`config.mk`:
```
export PLATFORM = sky130hd
export DESIGN_NAME = backplane_ctl_reg
export DESIGN_NICKNAME = d
export VERILOG_FILES = /design/src/rtl/bprc_pkg.sv /design/src/rtl/bprc_sync.sv /design/src/rtl/bprc_nvmro_fsm.sv /design/src/rtl/bprc_reset_fsm.sv /design/src/rtl/backplane_ctl_reg.sv
export SDC_FILE = /design/constraint.sdc
export NUM_CORES = 1
export LEC_CHECK = 0
export BUFFER_PORTS_ARGS = -buffer_cell sky130_fd_sc_hd__buf_4
export CAP_MARGIN = 20
export CORE_AREA = 4 4 41 43
export DETAILED_ROUTE_END_ITERATION = 12
export DIE_AREA = 0 0 45 47
export PLACE_DENSITY_LB_ADDON = 0.12
export SYNTH_ARGS = -nofsm -noshare
export SYNTH_HDL_FRONTEND = slang
export SYNTH_SLANG_ARGS = --single-unit
```
`constraint.sdc`:
```
create_clock -name clk -period 1.2 [get_ports clk]
set_clock_uncertainty 0.15 [all_clocks]
set_input_delay 0 -clock clk [delete_from_list [all_inputs] [get_ports clk]]
set_output_delay 0 -clock clk [all_outputs]
set_load 0.01 [all_outputs]
```
`src/rtl/bprc_pkg.sv`:
```
package bprc_pkg;
    localparam int DATA_W   = 8;
    localparam int BIT_MASK = 4;
    localparam int BIT_MROUT = 3;
    localparam int BIT_NVRO = 2;

    typedef enum logic {
        NV_RELEASED = 1'b0,
        NV_DRIVING  = 1'b1
    } nv_state_t;

    typedef enum logic {
        RQ_IDLE   = 1'b0,
        RQ_ACTIVE = 1'b1
    } rq_state_t;
endpackage

```
`src/rtl/bprc_sync.sv`:
```
module bprc_sync #(
    parameter int STAGES = 2
) (
    input  logic clk,
    input  logic rst_n,
    input  logic d_in,
    output logic q_out
);
    logic [STAGES-1:0] chain;

    generate
        for (genvar i = 0; i < STAGES; i++) begin : g_stage
            if (i == 0) begin : g_first
                always_ff @(posedge clk or negedge rst_n) begin
                    if (!rst_n) chain[0] <= 1'b1;
                    else        chain[0] <= d_in;
                end
            end else begin : g_next
                always_ff @(posedge clk or negedge rst_n) begin
                    if (!rst_n) chain[i] <= 1'b1;
                    else        chain[i] <= chain[i-1];
                end
            end
        end
    endgenerate

    assign q_out = chain[STAGES-1];
endmodule

```
`src/rtl/bprc_nvmro_fsm.sv`:
```
module bprc_nvmro_fsm
    import bprc_pkg::*;
(
    input  logic clk,
    input  logic rst_n,
    input  logic wr_hit,
    input  logic wr_bit,
    input  logic strap_high,
    output logic drive
);
    nv_state_t state_q, state_d;

    always_comb begin
        state_d = state_q;
        unique case (state_q)
            NV_RELEASED: if (wr_hit && wr_bit && !strap_high) state_d = NV_DRIVING;
            NV_DRIVING:  if (strap_high || (wr_hit && !wr_bit)) state_d = NV_RELEASED;
            default:     state_d = NV_RELEASED;
        endcase
    end

    always_ff @(posedge clk or negedge rst_n) begin
        if (!rst_n) state_q <= NV_RELEASED;
        else        state_q <= state_d;
    end

    always_comb begin
        drive = (state_q == NV_DRIVING);
    end
endmodule

```
`src/rtl/bprc_reset_fsm.sv`:
```
module bprc_reset_fsm
    import bprc_pkg::*;
(
    input  logic clk,
    input  logic rst_n,
    input  logic mask,
    input  logic line_low,
    output logic req
);
    rq_state_t state_q, state_d;

    always_comb begin
        state_d = state_q;
        unique case (state_q)
            RQ_IDLE:   if (mask && line_low) state_d = RQ_ACTIVE;
            RQ_ACTIVE: if (!(mask && line_low)) state_d = RQ_IDLE;
            default:   state_d = RQ_IDLE;
        endcase
    end

    always_ff @(posedge clk or negedge rst_n) begin
        if (!rst_n) state_q <= RQ_IDLE;
        else        state_q <= state_d;
    end

    always_comb begin
        req = (state_q == RQ_ACTIVE);
    end
endmodule

```
`src/rtl/backplane_ctl_reg.sv`:
```
module backplane_ctl_reg
    import bprc_pkg::*;
#(
    parameter int                ADDR_W      = 12,
    parameter logic [ADDR_W-1:0] REG_ADDR    = 12'h6C1,
    parameter int                SYNC_STAGES = 2
) (
    input  logic              clk,
    input  logic              rst_n,
    input  logic [ADDR_W-1:0] bus_addr,
    input  logic              bus_wr,
    input  logic [DATA_W-1:0] bus_wdata,
    output logic [DATA_W-1:0] bus_rdata,
    input  logic              syscon_n,
    input  logic              mrst_in,
    output logic              mrst_oe,
    output logic              mrst_out,
    output logic              nvmro_oe,
    output logic              nvmro_out,
    output logic              local_rst_req
);
    logic hit;
    logic wr_hit;
    logic mask_q;
    logic mrout_q;
    logic nvro_drive;
    logic line_sync;

    assign hit    = (bus_addr == REG_ADDR);
    assign wr_hit = bus_wr && hit;

    always_ff @(posedge clk or negedge rst_n) begin
        if (!rst_n) begin
            mask_q  <= 1'b0;
            mrout_q <= 1'b0;
        end else if (wr_hit) begin
            mask_q  <= bus_wdata[BIT_MASK];
            mrout_q <= bus_wdata[BIT_MROUT];
        end
    end

    bprc_nvmro_fsm u_nvmro (
        .clk        (clk),
        .rst_n      (rst_n),
        .wr_hit     (wr_hit),
        .wr_bit     (bus_wdata[BIT_NVRO]),
        .strap_high (syscon_n),
        .drive      (nvro_drive)
    );

    bprc_sync #(.STAGES(SYNC_STAGES)) u_sync (
        .clk   (clk),
        .rst_n (rst_n),
        .d_in  (mrst_in),
        .q_out (line_sync)
    );

    bprc_reset_fsm u_rq (
        .clk      (clk),
        .rst_n    (rst_n),
        .mask     (mask_q),
        .line_low (!line_sync),
        .req      (local_rst_req)
    );

    always_comb begin
        bus_rdata = '0;
        if (hit) begin
            bus_rdata[BIT_MASK]  = mask_q;
            bus_rdata[BIT_MROUT] = mrout_q;
            bus_rdata[BIT_NVRO]  = nvro_drive;
        end
    end

    assign mrst_oe   = mrout_q;
    assign mrst_out  = 1'b0;
    assign nvmro_oe  = nvro_drive;
    assign nvmro_out = 1'b0;
endmodule

```
# Yosys cells after proc, flatten, opt, wreduce, memory -nomap -nowiden
# Cells that the tools add are included.
# Widths: inputs -> output; s select.
word_totals:
  reg_bits: 6
  in_bits: 25
  out_inout_bits: 13
op_classes:
  reduce_logical: 9
  eq_ne: 1
  bitwise_logic: 1
  mux: 5
op_table:
  columns: ["operator", "count"]
  rows:
  - ["$eq 12x11->1 const B", 1]
  - ["$logic_and 1x1->1", 5]
  - ["$logic_not 1->1", 3]
  - ["$mux 1", 3]
  - ["$mux 3", 1]
  - ["$pmux 1 s2", 1]
  - ["$logic_or 1x1->1", 1]
  - ["$not 1->1", 1]

# Logic depth before layout (Yosys ltp)
# Gate-level depths: netlist (run 1).
logic_depth:
  word_depth: 6
  depth_mapped: 3
  ltp_nobuf: 3

# Hierarchy
# Synthesis (run 1) repeated with hierarchy kept, for this count alone.
hier_totals:
  cells_unflattened: 30
  area_unflattened_um2: 341.6
modules_own_cells:
  columns: ["mod", "area_each_um2", "instances", "cells_per_inst"]
  rows:
  - ["backplane_ctl_reg", 219.0, 1, 23]
  - ["bprc_sync", 52.6, 1, 2]
  - ["bprc_nvmro_fsm", 38.8, 1, 3]
  - ["bprc_reset_fsm", 31.3, 1, 2]

# Worst setup path after synthesis (run 1)
# No wires, ideal clock.
synth_timing:
  path_kind: "input to register"
  from: "input bus_addr[1]"
  to: "register mask_q"
  stages: 3
  slack_ns: 0.155
  path_buffers: 0
  arrival_ns: 0.770
  setup_time_ns: 0.125
  cell_sequence: "nor4b_4 > nand4_4 > mux2_4"
synth_via:
  elab_chain_len: 2
synth_rtl:
  columns: ["item", "line", "rtl"]
  rows:
  - ["start: declaration", "backplane_ctl_reg.sv:10", "input logic [ADDR_W-1:0] bus_addr,"]
  - ["$eq 12x11->1", "backplane_ctl_reg.sv:29", "assign hit = (bus_addr == REG_ADDR);"]
  - ["$logic_and 1x1->1", "backplane_ctl_reg.sv:30", "assign wr_hit = bus_wr && hit;"]
  - ["end signal: assignment", "backplane_ctl_reg.sv:37", "mask_q <= bus_wdata[BIT_MASK];"]
  - ["end: declaration", "backplane_ctl_reg.sv:24", "logic mask_q;"]
# No other way between the ends.
# A chain may end at the register's enable or synchronous reset.

# Worst setup path in the final report (run 1)
layout_timing:
  from: "input bus_wr"
  to: "register mask_q"
layout_via:
  elab_chain_len: 1
layout_rtl:
  columns: ["item", "line", "rtl"]
  rows:
  - ["start: declaration", "backplane_ctl_reg.sv:11", "input logic bus_wr,"]
  - ["$logic_and 1x1->1", "backplane_ctl_reg.sv:30", null]
# No other way between the ends.

==> flow_metrics.tcl, run 1 <==
set metrics [dict create \
    synthDistinctLibCells 14 \
    clkPwrFrac 0.361 \
    pwr-share-seq 0.440 \
    crit_path_end_kind "flop" \
    maxCapViolations 0 \
    hold_slack_ns 0.0391 \
    critPathSlowestCell "dlygate4sd3_1" \
    grt_pass1_vias 332 \
    r2r_slack_ns 0.29 \
    crit_path_start_kind "input port" \
    cts_tree "built" \
    status "finished clean" \
    via_per_inst 3.95 \
    antenna_cells 0 \
    grt_usage 0.0906 \
    dieArea_um2 2120 \
    root_buffer "clkbuf_4" \
    wl_per_cell_um 11.0 \
    slowest_delay_ns 0.54 \
    postSynthCellCount 28 \
    path_depth 4 \
    clk_pin_slew_ns 0.04 \
    areaGrowthSynthToFinish_pct 78.7 \
    h-tree-depth 1 \
    ff_latch_area_um2 153 \
    utilization 0.500 \
    grt_max_degree 5 \
    fp.dieW_um 45 \
    ctsResizeCount 0 \
    via_count 312 \
    final-setup-viol-count 0 \
    cellInternalPower_w 0.000386 \
    crit_fanout 3 \
    gp_congestion 0.710 \
    layout_common_cells "buf_4 (26), dlygate4sd3_1 (8), conb_1 (7)" \
    power.switching_w 0.0000931 \
    postSynthAreaPerCell_um2 13.0 \
    multi_input_area_um2 181 \
    synth_area_um2 364 \
    crit_family "buffers and inverters" \
    tns_ns 0 \
    p_per_area_nw_per_um2 736 \
    ys_ff_latch 6 \
    holdPathStages 4 \
    max_freq_mhz 912 \
    power_leakage_nw 0.350 \
    fin_nets 91 \
    routed_wl_um 871 \
    cts_made_buffers 3 \
    slew_violations 0 \
    crit_arrival_ns 1.06 \
    drc 0 \
    clkSinkCount 6 \
    path_cells "dlygate4sd3_1 -> buf_4 -> nand4_4 -> mux2_4" \
    ys_warn_count 0 \
    fillers 128 \
    layout_commonest_cell "buf_4" \
    ys_seq_area_frac 0.419 \
    hold_class "input port to flop" \
    reg2reg_depth 1 \
    dp_hpwl_um 721 \
    period_minus_slack_ns 1.10 \
    core_um2 1300 \
    hold_viol 0 \
    switching_share 0.194 \
    clock_path_buffers 2 \
    finalCritPeriodShare 0.914 \
    cp_data_required_time_ns 1.16 \
    die_y_um 47 \
    clock_latency_ns 0.23 \
    io_pins 38 \
    grt_overflow_total 0 \
    combinationalPowerShare 0.199 \
    cp_num_buf_inv 2 \
    antenna_found_initial 0 \
    rsz0062_at_grt "false" \
    ant_nets 0 \
    drtPass1Iterations 2 \
    floorplan.initialDensity 0.280 \
    num_rows 13 \
    layout-drive-gt1-share 0.578 \
    io_buffers 25 \
    grt_pass1_wl_um 1380 \
    critical_path_class "input port to flop" \
    drtIter0Drc 1 \
    vdd_drop_max_v 0.000415 \
]
worst min-delay path: stages:
cell and delay, ns:
buf_4 0.09, nor4b_4 0.04, nand4_4 0.11, mux2_4 0.15
worst paths after layout:
| check | from | end |
|---|---|---|
| worst max-delay path | bus_wr | mask_q$_DFFE_PN0N_ |
| worst min-delay path | bus_addr[1] | mrst_oe$_DFFE_PN0N_ |
| worst max register to register | mrst_oe$_DFFE_PN0N_ | mrst_oe$_DFFE_PN0N_ |
| worst min register to register | u_sync.chain[0]$_DFF_PN1_ | u_sync.q_out$_DFF_PN1_ |
| max in group asynchronous | rst_n | u_rq.req$_DFF_PN0_ |
| min in group asynchronous | rst_n | u_sync.chain[0]$_DFF_PN1_ |
flip-flops by register name (all words and copies together) (netlist names):
register and flops:
mask_q 1, mrst_oe 1, u_nvmro.drive 1, u_rq.req 1, u_sync.chain 1, u_sync.q_out 1
timing repair:
action,CTS,global route
setup buffers,0,0
endpoints found under the hold margin,10,0
hold buffers,8,0
synth_stat cells, drive strengths merged:
cell	number	area, µm²
and2	3	18.8
nand4	1	21.3
buf	7	52.6
nand2b	2	12.5
mux2	2	30.0
and3	1	7.51
conb	1	3.75
mux2i	1	10.0
dfrtp	4	100
nor4b	1	23.8
dfstp	2	52.6
and4bb	2	25.0
nor2b	1	6.26
cell families (layout without fill, tap and decap cells):
group	after synthesis	after routing	synth area share
DFF	6	6	0.419
buffers and inverters	7	37	0.144
other	1	7	0.0103
and+or+nand+nor	11	11	0.316
muxes	3	3	0.110
cell type report:
type / count / share of cell area
clock buffer: 3 / 0.0346
multi-input combinational: 21 / 0.279
sequential: 6 / 0.235
tap: 15 / 0.0288
timing repair buffer: 34 / 0.423
metal layers:
| metal | part of all wire | global-route usage |
|---|---|---|
| met5 | 0 | 0 |
| met4 | 0 | 0 |
| met2 | 0.52 | 0.169 |
| met1 | 0.36 | 0.0972 |
| met3 | 0.12 | 0.0460 |
stage by stage:
step	area, µm²	power [W]	worst slack, ns	cells
final	651	0.000479	0.103	79
after global routing	651	0.000513	0.0503	79
after CTS	651	0.000490	0.0940	79
after detailed placement	548	0.000288	-0.0268	68
after global placement	548	0.000286	-0.00604	68
after floorplan	387	0.000250	0.155	34
power by group through the flow:
stage          Combinational (W)  Clock, W  Sequential (W)
2_1_floorplan          0.0000370         0        0.000213
3_3_place_gp           0.0000725         0        0.000213
3_5_place_dp           0.0000746         0        0.000213
4_1_cts                0.0000957  0.000184        0.000211
5_1_grt                 0.000105  0.000198        0.000211
6_report               0.0000952  0.000173        0.000211
(Power assumes the default switching activity.)
==> run 2, diff against run 1 <==
- PLACE_DENSITY: unset -> 0.76
- PLACE_DENSITY_LB_ADDON: 0.12 -> unset
==> run 2 against run 1 <==
  * Sequential cell count is the same
  * Combinational power grew 1%
  * Non-clock buffer count is the same
  * Register-to-register slack is essentially flat
  * Cell count grew 1.3%
  * Fmax is essentially flat
  * Worst setup slack lost 0.00065 ns
  * Via count grew 3.8%
  * Global-route usage grew 1.5 points
  * Largest power group unchanged
==> flow_metrics.tcl, run 2 (synthesis results as in run 1) <==
set metrics [dict create \
    cellInternalPower_w 0.000399 \
    core_um2 1300 \
    vdd_drop_max_v 0.000471 \
    final-setup-viol-count 0 \
    path_cells "buf_4 -> nor4b_4 -> and3_2 -> and2_1 -> buf_4" \
    root_buffer "clkbuf_4" \
    pwr-share-seq 0.418 \
    antenna_found_initial 0 \
    clock_latency_ns 0.24 \
    grt_pass1_vias 359 \
    p_per_area_nw_per_um2 771 \
    crit_fanout 3 \
    fin_nets 91 \
    met3_length_um 104 \
    slowest_delay_ns 0.35 \
    hold_path_end "mrst_oe$_DFFE_PN0N_" \
    drc 0 \
    hold_start "bus_addr[1]" \
    top_layer_used "met3" \
    hold_class "input port to flop" \
    dr_wl_met2_um 530 \
    via_per_inst 4.05 \
    ant_nets 0 \
    holdPathStages 4 \
    switching_share 0.209 \
    finalCritPeriodShare 0.914 \
    grt_max_degree 5 \
    clkSinkCount 6 \
    crit_arrival_ns 0.95 \
    h-tree-depth 1 \
    floorplan.initialDensity 0.280 \
    reg2reg_depth 1 \
    crit_top_cell "buf_4" \
    drt-met1-wl_um 272 \
    fillers 123 \
    grt_usage 0.106 \
    combinationalPowerShare 0.191 \
    layout_commonest_cell "buf_4" \
    layout_common_cells "buf_4 (26), dlygate4sd3_1 (8), conb_1 (7)" \
    dieArea_um2 2120 \
    routed_wl_um 907 \
    maxCapViolations 0 \
    grt_overflow_total 0 \
    fp.dieW_um 45 \
    r2r_slack_ns 0.29 \
    drtIter0Drc 0 \
    hold_viol 0 \
    max_freq_mhz 911 \
    slew_violations 0 \
    status "finished clean" \
    io_buffers 25 \
    cts_tree "built" \
    power_leakage_nw 0.351 \
    place_area_um2 548 \
    crit_path_end_kind "output pin" \
    clkPwrFrac 0.391 \
    layout-drive-gt1-share 0.569 \
    grt_pass1_wl_um 1520 \
    num_rows 13 \
    stdcell_area_um2 654 \
    critical_path_class "input port to output pin" \
    rsz0062_at_grt "false" \
    total_power_w 0.000504 \
    io_pins 38 \
    die_y_um 47 \
    worstReg2RegStart "mrst_oe$_DFFE_PN0N_" \
    areaGrowthSynthToFinish_pct 79.7 \
    antenna_cells 0 \
    via_count 324 \
    wl_per_cell_um 11.3 \
    clock_path_buffers 2 \
    cp_data_required_time_ns 1.05 \
    place_ws_ns -0.0158 \
    rr_endpoint "mrst_oe$_DFFE_PN0N_" \
    hold_slack_ns 0.0242 \
    power.switching_w 0.000105 \
    clk_pin_slew_ns 0.05 \
    gp_congestion 0.732 \
    drtPass1Iterations 1 \
    cts_made_buffers 3 \
    fin_ws_ns 0.103 \
    crit_path_start_kind "input port" \
    period_minus_slack_ns 1.10 \
    critPathSlowestCell "nor4b_4" \
]
==> run 2: cell types whose count changed in the layout (fill, tap and decap cells not counted) <==
| cell | previous run | this run |
|---|---|---|
| clkbuf_1 | 0 | 1 |
==> run 2: area by class of cell <==
cell class,count,area (µm²),area share
multi-input combinational,21,181,0.277
clock buffer,4,26.3,0.0402
tap,15,18.8,0.0287
timing repair buffer,34,275,0.421
sequential,6,153,0.233
==> run 2: how the worst max path moves through the flow <==
stage / cells after the start / slack [ns] / to / start
floorplan: 3 / 0.15 / mask_q$_DFFE_PN0N_ / bus_addr[1]
global placement: 4 / 0.01 / mrst_oe$_DFFE_PN0N_ / bus_addr[1]
detailed placement: 4 / -0.02 / mask_q$_DFFE_PN0N_ / bus_addr[1]
CTS: 5 / 0.09 / bus_rdata[2] / bus_addr[1]
global route: 5 / 0.03 / bus_rdata[2] / bus_addr[1]
finish: 5 / 0.10 / bus_rdata[2] / bus_addr[1]
==> run 2: repair_timing <==
action | 4_1_cts | 5_1_grt
endpoints found under the hold margin | 10 | 0
gates resized for setup | 0 | 0
hold buffers | 8 | 0
setup buffers | 0 | 0
==> run 2: metal layers <==
layer | global-route usage | vias up
li1 | - | 157
met1 | 0.103 | 147
met2 | 0.201 | 20
met3 | 0.0575 | 0
met4 | 0.0175 | 0
met5 | 0 | -
==> run 2: power groups by stage <==
stage          Sequential (W)  Combinational (W)  Clock [W]
6_report             0.000211          0.0000963   0.000197
5_1_grt              0.000211           0.000106   0.000229
4_1_cts              0.000211          0.0000963   0.000208
3_5_place_dp         0.000214          0.0000749          0
3_3_place_gp         0.000213          0.0000727          0
2_1_floorplan        0.000213          0.0000370          0
==> run 2: through the flow <==
| stage | setup TNS [ns] | instances | utilization |
|---|---|---|---|
| final | 0 | 80 | 0.503 |
| after detailed placement | -0.0283 | 68 | 0.421 |
| after global routing | 0 | 80 | 0.503 |
| after global placement | 0 | 68 | 0.421 |
| after floorplan | 0 | 34 | - |
| after CTS | 0 | 80 | 0.503 |
==> run 2: critical path, delay by kind of cell <==
| family | cells | cell delay (ns) |
|---|---|---|
| AND/OR/NAND/NOR | 3 | 0.72 |
| buffers and inverters | 2 | 0.23 |
==> run 3, diff against run 2 <==
- BUFFER_PORTS_ARGS: -buffer_cell sky130_fd_sc_hd__buf_4 -> -buffer_cell sky130_fd_sc_hd__buf_2
==> run 3 against run 2 <==
  * Utilization fell by 4.8 points
  * Global-route usage fell by 0.65 points
  * Combinational power fell by 19%
  * Count of clock-buffer cells in the layout did not move
  * Largest power group unchanged
  * Final area fell by 9.6%
  * Sequential share of layout area rose by 2.5 points
  * Critical path type unchanged
  * Cell count did not move
  * Sequential power barely moved
  * Die area did not move
  * Wire length fell by 6.6%
  * Worst setup slack got worse by 0.013 ns
==> flow_metrics.tcl, run 3 (synthesis results as in run 1) <==
set metrics [dict create \
    tns_ns 0 \
    cts_made_buffers 3 \
    antenna_cells 0 \
    layout-drive-gt1-share 0.569 \
    critical_path_class "input port to output pin" \
    grt_max_degree 5 \
    io_buffers 25 \
    layout_commonest_cell "buf_2" \
    rsz0062_at_grt "false" \
    drtPass1Iterations 3 \
    num_rows 13 \
    floorplan.initialDensity 0.280 \
    grt_usage 0.0995 \
    via_per_inst 3.86 \
    crit_path_end_kind "output pin" \
    hold_viol 0 \
    cp_data_required_time_ns 1.05 \
    hold_class "input port to flop" \
    fin_nets 91 \
    layout_common_cells "buf_2 (25), dlygate4sd3_1 (8), conb_1 (7)" \
    ant_nets 0 \
    r2r_slack_ns 0.30 \
    routed_wl_um 847 \
    die_y_um 47 \
    status "finished clean" \
    finalCritPeriodShare 0.925 \
    drtIter0Drc 2 \
    worstReg2RegStart "mask_q$_DFFE_PN0N_" \
    utilization 0.455 \
    crit_fanout 3 \
    core_um2 1300 \
    slew_violations 0 \
    dieArea_um2 2120 \
    max_freq_mhz 901 \
    gp_congestion 0.722 \
    clk_pin_slew_ns 0.05 \
    clock_latency_ns 0.25 \
    period_minus_slack_ns 1.11 \
    clkSinkCount 6 \
    power_leakage_nw 0.335 \
    antenna_found_initial 0 \
    maxCapViolations 0 \
    root_buffer "clkbuf_4" \
    areaGrowthSynthToFinish_pct 62.5 \
    wl_per_cell_um 10.6 \
    startpoint "bus_addr[1]" \
    hold_start "bus_addr[2]" \
    crit_path_start_kind "input port" \
    grt_overflow_total 0 \
    via_count 309 \
    cts_tree "built" \
    crit_arrival_ns 0.96 \
    grt_pass1_vias 333 \
    ctsResizeCount 0 \
    io_pins 38 \
    p_per_area_nw_per_um2 828 \
    clock_path_buffers 2 \
    final-setup-viol-count 0 \
    vdd_drop_max_v 0.000319 \
    fp.dieW_um 45 \
    grt_pass1_wl_um 1370 \
    h-tree-depth 1 \
    drc 0 \
]
run 3: cell types whose count changed in the layout (fill, tap and decap cells not counted):
| cell | previous run | this run |
|---|---|---|
| buf_2 | 0 | 25 |
| buf_4 | 26 | 1 |
run 3: worst paths after layout:
path	cells after the start	endpoint
worst min register to register	0	u_sync.q_out$_DFF_PN1_
worst min-delay path	4	mrst_oe$_DFFE_PN0N_
worst max-delay path	5	bus_rdata[4]
min in group asynchronous	2	u_sync.q_out$_DFF_PN1_
max in group asynchronous	3	u_nvmro.drive$_DFF_PN0_
worst max register to register	1	mask_q$_DFFE_PN0N_
run 3: metal layers:
metal / vias to the layer above / track usage / share of wire
met5: - / 0 / 0
met4: 0 / 0.0702 / 0.012
met3: 2 / 0.0575 / 0.11
met2: 18 / 0.164 / 0.54
met1: 131 / 0.0930 / 0.34
li1: 158 / - / -
run 3: critical path, cell delays in order:
cell and delay [ns]:
buf_2 0.11, nor4b_4 0.36, and3_2 0.25, and2_1 0.12, buf_2 0.12
run 3: through the flow:
step,hold slack (ns),area (µm²),setup slack [ns],total power [W],std cells
after CTS,0.0288,592,0.0860,0.000501,80
final,0.0357,592,0.0897,0.000490,80
after global routing,0.0499,592,0.00234,0.000524,80
after detailed placement,-0.320,485,-0.0231,0.000271,68
after global placement,-0.324,485,0.0148,0.000268,68
after floorplan,-0.446,387,0.155,0.000250,34
run 3: report_power, final:
group	internal, W	total, W	switching, W
combinational	0.0000464	0.0000779	0.0000315
clock	0.000126	0.000202	0.0000758
sequential	0.000209	0.000210	0.000000955
run 3: final cells by class:
class / count / area [µm²]
clock buffers: 4 / 26.3
fillers: 133 / 709
multi-input cells: 21 / 181
flip-flops and latches: 6 / 153
well taps: 15 / 18.8
repair buffers: 34 / 213
run 3: timing repair:
action | 4_1_cts | 5_1_grt
hold buffers | 8 | 0
hold endpoints to repair | 10 | 0
setup buffers | 0 | 0
